--- src/rtl/i2c_txq.sv ---
module i2c_txq #(
  parameter int DEPTH = 64
) (
  input  logic                         clk,
  input  logic                         rst_n,
  input  logic                         reg_we,
  input  logic [1:0]                   reg_sel,
  input  logic [7:0]                   reg_wdata,
  output logic                         tx_valid,
  output logic [7:0]                   tx_data,
  input  logic                         tx_take,
  input  logic                         tx_done,
  input  logic                         tx_nak,
  output logic                         fifo_empty,
  output logic [$clog2(DEPTH+1)-1:0]   fifo_level,
  output logic                         ack_nak,
  output logic [2:0]                   int_status,
  output logic                         irq
);
  localparam int AW = (DEPTH > 1) ? $clog2(DEPTH) : 1;
  localparam int CW = $clog2(DEPTH + 1);

  logic [7:0]    mem [DEPTH];
  logic [AW-1:0] wptr, rptr;
  logic [CW-1:0] count, count_nxt;
  logic          q_mode, halted, busy;
  logic [2:0]    int_en, ev;

  wire data_hit = reg_we && reg_sel == 2'd0;
  wire ctl_hit  = reg_we && reg_sel == 2'd1;
  wire msk_hit  = reg_we && reg_sel == 2'd2;
  wire clr_hit  = reg_we && reg_sel == 2'd3;
  wire flush    = ctl_hit && reg_wdata[7];
  wire room     = q_mode ? (count < CW'(DEPTH)) : (count == '0 && !busy);
  wire push     = data_hit && room;
  wire pop      = tx_valid && tx_take;
  wire done_ok  = tx_done && busy && !tx_nak;
  wire done_nak = tx_done && busy && tx_nak;

  assign tx_valid   = count != '0 && !busy && !halted;
  assign tx_data    = mem[rptr];
  assign fifo_empty = count == '0 && !busy;
  assign fifo_level = count;
  assign irq        = |(int_status & int_en);
  assign count_nxt  = flush ? '0 : count + CW'(push) - CW'(pop);
  assign ev         = {data_hit && !room, done_ok && count_nxt == '0, done_nak};

  always_ff @(posedge clk) if (push) mem[wptr] <= reg_wdata;

  always_ff @(posedge clk or negedge rst_n) begin
    if (!rst_n) begin
      wptr <= '0; rptr <= '0; count <= '0;
      q_mode <= 1'b0; halted <= 1'b0; busy <= 1'b0;
      ack_nak <= 1'b0; int_status <= '0; int_en <= '0;
    end else begin
      count <= count_nxt;
      if (flush) begin
        wptr <= '0; rptr <= '0;
      end else begin
        if (push) wptr <= (wptr == AW'(DEPTH - 1)) ? '0 : wptr + 1'b1;
        if (pop)  rptr <= (rptr == AW'(DEPTH - 1)) ? '0 : rptr + 1'b1;
      end
      if (ctl_hit) q_mode <= reg_wdata[6];
      if (msk_hit) int_en <= reg_wdata[2:0];
      if (pop) busy <= 1'b1;
      else if (tx_done) busy <= 1'b0;
      if (done_nak) halted <= 1'b1;
      else if (flush) halted <= 1'b0;
      if (tx_done && busy) ack_nak <= tx_nak;
      else if (flush) ack_nak <= 1'b0;
      int_status <= (int_status & ~(clr_hit ? reg_wdata[2:0] : 3'b000)) | ev;
    end
  end

  assert_no_overflow_R4: assert property (@(posedge clk) disable iff (!rst_n)
    count <= CW'(DEPTH));
  assert_err_sticky_R4: assert property (@(posedge clk) disable iff (!rst_n)
    int_status[2] && !(clr_hit && reg_wdata[2]) |=> int_status[2]);
  assert_one_in_flight_R2: assert property (@(posedge clk) disable iff (!rst_n)
    pop |=> !tx_valid);
  assert_nak_halts_R5: assert property (@(posedge clk) disable iff (!rst_n)
    done_nak |=> !tx_valid && ack_nak && int_status[0]);
  assert_flush_clears_R6: assert property (@(posedge clk) disable iff (!rst_n)
    flush && !done_nak |=> fifo_level == '0 && !halted && !ack_nak);
  assert_empty_on_ack_R8: assert property (@(posedge clk) disable iff (!rst_n)
    $rose(int_status[1]) |-> $past(tx_done) && !$past(tx_nak));
endmodule

--- config.mk ---
export PLATFORM = sky130hd
export DESIGN_NAME = i2c_txq
export DESIGN_NICKNAME = d
export VERILOG_FILES = /design/src/rtl/i2c_txq.sv
export SDC_FILE = /design/constraint.sdc
export NUM_CORES = 1
export LEC_CHECK = 0
export BUFFER_PORTS_ARGS = -buffer_cell sky130_fd_sc_hd__buf_2
export CAP_MARGIN = 20
export CORE_ASPECT_RATIO = 0.7
export CORE_MARGIN = 2
export CORE_UTILIZATION = 59
export CTS_BUF_LIST = sky130_fd_sc_hd__clkbuf_8
export DETAILED_ROUTE_END_ITERATION = 8
export PLACE_DENSITY = 0.82
export REMOVE_ABC_BUFFERS = 1
export SYNTH_ARGS = -nofsm -noshare
export SYNTH_HDL_FRONTEND = slang
export SYNTH_SLANG_ARGS = --single-unit
export TNS_END_PERCENT = 50
--- constraint.sdc ---
create_clock -name clk -period 3.35 [get_ports clk]
set_input_delay 0.335 -clock clk [delete_from_list [all_inputs] [get_ports clk]]
set_output_delay 0.335 -clock clk [all_outputs]
set_load 0.01 [all_outputs]
Yosys cells after proc, flatten, opt, wreduce, memory -nomap -nowiden

Memory sizes are Yosys's and may differ from the RTL's.
Index checks and enable logic that the tools add are counted.

Output and inout bits: 22
Bits in registers: 29
Input bits: 16
Memory bits (writable): 512
Memories: 1

Memory list:

| name | words | bits a word | read ports | clocked after memory_dff | wr ports | line | RTL |
|---|---|---|---|---|---|---|---|
| mem  | 64    | 8           | 1          | 0                        | 1        | 23   | `logic [7:0] mem [DEPTH];` |

Multiplexer cells: 16
Equal/unequal tests: 5
Reductions and logical operators: 29
$lt $le $gt $ge: 1
Bitwise operators: 4
$add $sub $neg: 4

Operators with widths:

| kind                                                             | count |
|---|---|
| 6-bit two-way mux                                                | 6 |
| 1-bit logical AND                                                | 15 |
| 7-bit zero test                                                  | 2 |
| 6-bit by 1-bit adder with 6-bit output (second input constant)   | 2 |
| 6-bit == test (second input constant)                            | 2 |
| 2-bit nonzero test                                               | 5 |
| 1-bit two-way mux                                                | 8 |
| 7-bit by 1-bit adder with 7-bit output                           | 1 |
| 7-bit < comparator (second input constant)                       | 1 |
| 7-bit two-way mux                                                | 1 |
| 7-bit nonzero test                                               | 1 |
| 7-bit by 1-bit subtractor with 7-bit output                      | 1 |
| 3-bit AND                                                        | 2 |
| 2-bit == test (second input constant)                            | 2 |
| 1-bit zero test                                                  | 4 |
| 3-bit two-way mux                                                | 1 |
| 3-bit inverter                                                   | 1 |
| 3-bit bitwise OR                                                 | 1 |
| 3-bit OR reduction                                               | 1 |
| 2-bit by 1-bit == test with 1-bit output (second input constant) | 1 |
| 2-bit zero test                                                  | 1 |

Logic depth before layout (Yosys ltp)

Gate-level depths: netlist (run 1).

Depth after elaboration: 10
Mapped depth: 16
Depth with buffers taken out: 15

Worst setup path after synthesis (run 1)

OpenSTA, ideal clock, no wires.

Kind: reg-to-reg
Start point: reg count[2] (netlist: fifo_level[2])
End point: reg int_status[1]
Arrival time: 3.679 ns
Stages on the path, launching flop included: 16
Required time: 3.240 ns
Period minus slack after synthesis: 3.789 ns
Path slack: -0.439 ns
Path buffers: 1
Cells stage by stage: dfrtp_1 > inv_1 > ha_1 > or4b_4 > o41a_4 > or2_1 > buf_4 > ha_1 > inv_1 > ha_1 > inv_1 > fa_1 > xor2_1 > a31oi_1 > or3_1 > o41ai_1

Cells in the longest elaborated chain, start to end: 10
Elaborated cells between the ends (all ways): 15
Those cells by class: add/sub (2); order compare (1); mux (2); bitwise (1); reduce/logical (9)

RTL lines:

| item                                                       | line | RTL |
|---|---|---|
| start: declaration                                         | 25   | `logic [CW-1:0] count, count_nxt;` |
| start signal: assignment                                   | 56   | `count <= count_nxt;` |
| branches (longest 5 deep; another with 7-bit < comparator) | -    |  |
| 7-bit by 1-bit subtractor with 7-bit output (*)            | 45   | `assign count_nxt = flush ? '0 : count + CW'(push) - CW'(pop);` |
| 7-bit two-way mux (*)                                      | 45   |  |
| 7-bit zero test (*)                                        | 46   | `assign ev = {data_hit && !room, done_ok && count_nxt == '0, done_nak};` |
| 1-bit logical AND (*)                                      | 46   |  |
| 3-bit bitwise OR (*)                                       | 71   | `int_status <= (int_status & ~(clr_hit ? reg_wdata[2:0] : 3'b000)) \| ev;` |
| end signal: assignment                                     | 71   |  |
| end: declaration                                           | 17   | `output logic [2:0] int_status,` |

Mark *: on every way between the ends.
A chain may end at the register's enable or synchronous reset.

Final worst setup path (run 1)

Same ends and word-level chain as after synthesis.

==> results of run 1 <==
## stage by stage
stage                     setup slack (ns)  instance area (um2)  total power (W)  setup TNS [ns]
after floorplan                      -3.13                21100           0.0112          -38.21
after global placement              -0.327                22900           0.0129          -0.420
after detailed placement            -0.488                22900           0.0130          -0.763
after CTS                           -0.232                24700           0.0184          -0.487
after global routing                -0.413                25000           0.0195           -1.23
final                               -0.346                25000           0.0188          -0.884
## per-layer routing
metal  vias up  track usage, %
met1      6060            40.0
met2       715            39.7
met3       119            6.91
met5         -               0
met4         0            8.30
li1       4899               -
## registers in the layout, indices dropped and copies added, names as in the netlist, 3 cells and up
name and count:
fifo_level 7, int_en 3, int_status 3, mem 512
rptr 6, wptr 6
## tightest hold or removal path, delay by kind of cell
kind,cells,cell delay (ns)
buffers and inverters,1,0.14
and+or+nand+nor,2,0.12
AOI/OAI and AO/OA,1,0.07
## cell type report
cell class	count	area [um2]
inverter	17	66.3
tap	480	601
fill	2030	10700
timing repair buffer	198	1650
sequential	541	16100
clock buffer	82	1130
clock inverter	60	305
multi-input combinational	458	5180
## power by group
part	switching (W)	leakage, nW	internal, W	total [W]
Sequential	0.000167	4.96	0.00753	0.00770
Combinational	0.00326	2.69	0.00302	0.00628
Clock	0.00243	0.827	0.00243	0.00486
## cell families (layout without fill, tap and decap cells)
logic type	count (synthesis)	count (layout)	share of synthesized area, %
flops	541	541	75.5
mux	153	153	13.8
xor+xnor	7	7	0.287
compound gates	126	126	4.73
buf+inv	78	357	1.50
simple gates	160	160	3.52
fa+ha+maj	12	12	0.739
## cells in the final DEF (no fill, tap or decap), types with 4 or more instances in the layout
cell type      count
edfxtp_1         512
buf_4            137
mux4_2           112
nor2_1            85
clkbuf_8          82
inv_1             37
buf_2             37
mux2i_1           36
dfrtp_1           27
nand2_1           21
clkinv_1          19
a22o_1            16
o221ai_1          13
nand3_1           13
a221oi_2          12
a21oi_1           12
clkinv_2          12
buf_12            11
a22oi_1           10
o22ai_1            8
a211oi_1           8
a221o_1            8
ha_1               8
nand2b_1           7
a22oi_2            7
nand3b_1           6
xor2_1             5
o21ai_0            5
a31oi_1            4
mux2_2             4
buf_16             4
dlygate4sd3_1      4
## final timing paths
path | slack (ns) | endpoint | start | depth (start not counted)
setup / recovery | -0.35 | int_status[1] | fifo_level[2] | 14
hold / removal | 0.07 | int_status[2] | reg_sel[0] | 4
setup reg to reg | -0.35 | int_status[1] | fifo_level[2] | 14
hold reg to reg | 0.51 | int_en[0] | int_en[0] | 1
max in group asynchronous | 2.54 | rptr[0] | rst_n | 2
min in group asynchronous | 0.29 | int_status[1] | rst_n | 2
## timing repair
action / 4_1_cts / 5_1_grt
pin swaps: 6 / 10
resized for setup: 28 / 29
hold buffers: 4 / 0
setup endpoints to repair: 11 / 12
buffers inserted: 14 / 11
hold endpoints to repair: 32 / 0
cloned: 1 / 0
==> flow_metrics.env, run 1 <==
export IMPL_outcome="complete, but fails checks"
export IMPL_violations="setup timing"
export IMPL_endpoint_kind="register"
export IMPL_grt_pass1_vias=11800
export IMPL_synthArstFlopShare_pct=5.36
export IMPL_utilization_pct=70.0
export IMPL_antenna_cells=0
export IMPL_cts_tree="yes"
export IMPL_start_util_pct=59.6
export IMPL_drv_cap=0
export IMPL_grt_max_degree=67
export IMPL_arrival_ns=4.23
export IMPL_die_h_um=163
export IMPL_max_freq_mhz=271
export IMPL_whs_ns=0.0655
export IMPL_cts_clk_slew_worst_paths_ns=0.06
export IMPL_grt_setup_unrepaired="true"
export IMPL_placedCellCount=1660
export IMPL_crit_required_ns=3.89
export IMPL_cts_buffers=78
export IMPL_cts_buffer_depth=3
export IMPL_p_leak_nw=8.48
export IMPL_holdCritPathClass="primary input to register"
export IMPL_synth_area_top_cells="edfxtp_1 72%, mux4_2 12%, dfrtp_1 3.4%, mux2i_1 1.7%, nor2_1 1.5%"
export IMPL_vias=11800
export IMPL_row_count=58
export IMPL_route_met2_wl_mm=22.7
export IMPL_dr_pass1_iters=5
export IMPL_drive_above_1_share_pct=34.4
export IMPL_m1WireLength_mm=20.2
export IMPL_synth_top_area_cell="edfxtp_1"
export IMPL_num_nets_final=1322
export IMPL_critPathBufInv=3
export IMPL_finalCriticalPeriod_ns=3.70
export IMPL_h_tree_depth=3
export IMPL_clockRootBuffer="clkbuf_8"
export IMPL_dr_max_layer_used="met4"
export IMPL_clock_latency_ns=0.64
export IMPL_fin_skew_ns=0.0185
export IMPL_period_share_pct=110
export IMPL_grt_total_usage_pct=26.9
export IMPL_wl_per_cell_um=26.9
export IMPL_critical_path_max_stage_delay_ns=0.46
export IMPL_layout_setup_ws_ns=-0.346
export IMPL_netlist_instances=1077
export IMPL_synth_top_area_share_pct=72.1
export IMPL_crit_fanout=2
export IMPL_yosysUniqueCellTypes=53
export IMPL_synth_commonest_cells="512 x edfxtp_1, 112 x mux4_2, 86 x nor2_1"
export IMPL_synth_main_ff_cell="edfxtp_1"
export IMPL_setup_violations=4
export IMPL_drt_wl_total_mm=49.5
export IMPL_fp_dieArea_mm2=0.0377
export IMPL_synth_edf_count=512
export IMPL_port_buffers=37
export IMPL_ant_nets=0
export IMPL_yosys_warnings=0
export IMPL_via_per_inst=6.42
export IMPL_drc=0
export IMPL_die_w_um=231
export IMPL_ys_ff_latch=541
export IMPL_crit_family="simple AND/OR/NAND/NOR gates"
export IMPL_crit_chain="inv_2 > ha_4 > or4b_4 > o41a_4 > or2_4 > ha_4 > inv_4 > ha_4 > inv_2 > fa_2 > xor2_2 > a31oi_1 > or3_4 > o41ai_4"
export IMPL_p_per_area_mw_per_mm2=753
export IMPL_grt_pass1_wl_mm=73.2
export IMPL_cts_sinks=541
export IMPL_met3_length_mm=5.20
export IMPL_worstMarginPinSlew_ns=1.03
export IMPL_num_io_pins=38
export IMPL_slew_viol_final=0
export IMPL_crit_type="register to register"
export IMPL_slowest_stage="or4b_4"
export IMPL_vdd_drop_max_v=0.000496
export IMPL_crit_path_start_kind="register"
export IMPL_drtIter0Drc=1415
export IMPL_netlist_area_mm2=0.0213
export IMPL_synth_area_per_cell_um2=19.8
export IMPL_hold_viol=0
export IMPL_maxSlewHeadroom_pct=31.4
export IMPL_gp_congestion=0.836
export IMPL_synth_most_common_cell="edfxtp_1"
export IMPL_core_mm2=0.0358
export IMPL_grt_overflow=0
export IMPL_antenna_found_initial=0
export IMPL_syn2layout_area_growth_pct=17.3
export IMPL_synth_seq_area_share_pct=75.5
export IMPL_hpwl_mm=29.4
export IMPL_finalNonFillerCells=1836
export IMPL_cp_common_cell="ha_4"
Power figures use the tool's default switching activity.
==> run 2: changes to the inputs <==
Settings changed: HOLD_SLACK_MARGIN set to 0.05, SETUP_SLACK_MARGIN set to 0.02.
==> flow_metrics.env, run 2 (synthesis gave the netlist of run 1 again) <==
export IMPL_outcome="complete, but fails checks"
export IMPL_violations="setup timing"
export IMPL_antenna_cells=0
export IMPL_p_leak_nw=8.45
export IMPL_cts_clk_slew_worst_paths_ns=0.06
export IMPL_vias=11700
export IMPL_die_w_um=231
export IMPL_min_path_cells=4
export IMPL_crit_path_end="int_status[1]"
export IMPL_clockRootBuffer="clkbuf_8"
export IMPL_clockPowerShare_pct=25.8
export IMPL_finalNonFillerCells=1831
export IMPL_core_mm2=0.0358
export IMPL_cts_buffer_depth=3
export IMPL_r2r_end="int_status[1]"
export IMPL_seq_power_share_pct=41.0
export IMPL_finalCriticalPeriod_ns=3.62
export IMPL_layout_commonest_cell="edfxtp_1"
export IMPL_gp_congestion=0.836
export IMPL_fp_dieArea_mm2=0.0377
export IMPL_syn2layout_area_growth_pct=17.4
export IMPL_internal_power_w=0.0129
export IMPL_crit_fanout=2
export IMPL_arrival_ns=4.15
export IMPL_rr_startpoint="fifo_level[2]"
export IMPL_max_freq_mhz=276
export IMPL_period_share_pct=108
export IMPL_fin_skew_ns=0.0203
export IMPL_wl_per_cell_um=26.9
export IMPL_drc=0
export IMPL_regMostFlops="mem"
export IMPL_crit_path_start_kind="register"
export IMPL_maxSlewHeadroom_pct=29.9
export IMPL_num_nets_final=1317
export IMPL_reg2regPathDepth=14
export IMPL_whs_ns=0.100
export IMPL_p_per_area_mw_per_mm2=749
export IMPL_fillerInstances=2035
export IMPL_slew_viol_final=0
export IMPL_die_h_um=163
export IMPL_cts_tree="yes"
export IMPL_mostFrequentLayoutCells="512 x edfxtp_1, 130 x buf_4, 112 x mux4_2"
export IMPL_h_tree_depth=3
export IMPL_drv_cap=0
export IMPL_dr_pass1_iters=5
export IMPL_place_worst_setup_slack_ns=-0.488
export IMPL_r2r_slack_ns=-0.27
export IMPL_grt_setup_unrepaired="true"
export IMPL_ant_nets=0
export IMPL_start_util_pct=59.6
export IMPL_critPathLaunch="fifo_level[2]"
export IMPL_antenna_found_initial=0
export IMPL_via_per_inst=6.42
export IMPL_endpoint_kind="register"
export IMPL_drt_wl_total_mm=49.3
export IMPL_power_w=0.0188
export IMPL_largest_reg_flops=512
export IMPL_p_switching_w=0.00583
export IMPL_holdCritPathClass="primary input to register"
export IMPL_worstMarginPinSlew_ns=1.05
export IMPL_placedCellCount=1660
export IMPL_clock_latency_ns=0.64
export IMPL_hold_viol=0
export IMPL_hpwl_mm=29.4
export IMPL_crit_required_ns=3.88
export IMPL_crit_type="register to register"
export IMPL_setup_violations=3
export IMPL_num_io_pins=38
export IMPL_row_count=58
export IMPL_grt_pass1_wl_mm=73.0
export IMPL_p_comb_share_pct=33.1
export IMPL_grt_total_usage_pct=26.7
export IMPL_grt_pass1_vias=11800
export IMPL_grt_overflow=0
export IMPL_seq_area_mm2=0.0161
export IMPL_multi_input_area_mm2=0.00523
export IMPL_drtIter0Drc=1550
export IMPL_port_buffers=37
export IMPL_cts_buffers=78
export IMPL_drive_above_1_share_pct=34.1
export IMPL_vdd_drop_max_v=0.000497
export IMPL_cts_sinks=541
export IMPL_switching_share_pct=31.1
export IMPL_layout_setup_ws_ns=-0.270
export IMPL_grt_max_degree=67
-- run 2: cell types whose count changed in the layout (fill, tap and decap cells not counted), sizes merged --
cell         before  now
dlygate4sd3       4    6
buf             194  187
-- run 2: what timing repair did --
item                                   CTS  global route
pin swaps                                6            11
gates resized for setup                 31            32
setup endpoints to repair               11            12
gates cloned                             1             0
hold buffers                             6             0
endpoints found under the hold margin   35             0
buffers inserted                        14             6
-- run 2: critical path, cell delays in order, from the launching register on --
cell,delay [ns]
dfrtp_1,0.39
inv_2,0.09
ha_4,0.13
or4b_4,0.46
o41a_4,0.37
or2_4,0.26
ha_4,0.23
inv_4,0.06
ha_4,0.15
inv_2,0.04
fa_2,0.39
xor2_2,0.16
a31oi_1,0.10
or3_4,0.39
o41ai_4,0.29
-- run 2: metal layers --
metal | routed length [um] | up-vias | global-route usage (%) | part of all wire, %
met4 | 1260 | 0 | 8.62 | 2.5
met3 | 5500 | 98 | 6.84 | 11
met2 | 22700 | 736 | 39.5 | 46
met1 | 19800 | 6019 | 39.7 | 40
met5 | 0 | - | 0 | 0
li1 | - | 4896 | - | -
-- run 2: power by group through the flow --
stage	clock network (W)	registers, W	logic, W
global route	0.00521	0.00771	0.00654
detailed placement	0	0.00796	0.00505
global placement	0	0.00795	0.00496
CTS	0.00491	0.00769	0.00580
floorplan	0	0.00828	0.00294
finish	0.00485	0.00770	0.00622
-- run 2: layout make-up --
type                       instances  area share [%]
inverter                          17           0.265
clock inverter                    60            1.22
tap                              480            2.40
sequential                       541            64.3
multi-input combinational        458            20.9
clock buffer                      82            4.51
timing repair buffer             193            6.42
-- run 2: how the worst min path moves through the flow --
| stage | start | endpoint | slack [ns] |
|---|---|---|---|
| final | reg_we | int_status[0] | 0.10 |
| after global routing | reg_we | int_status[0] | 0.1 |
| after CTS | reg_we | int_status[0] | 0.05 |
| after detailed placement | rst_n | fifo_level[4] | 0.42 |
| after global placement | rst_n | fifo_level[4] | 0.40 |
| after floorplan | rst_n | ack_nak | 0.04 |
-- run 2: stage by stage --
stage	util (%)	instance area (um2)	TNS, ns
2_1_floorplan	-	21100	-38.21
6_report	70.0	25000	-0.672
5_1_grt	70.0	25000	-0.988
4_1_cts	69.2	24700	-0.487
3_3_place_gp	64.0	22900	-0.420
3_5_place_dp	64.0	22900	-0.763
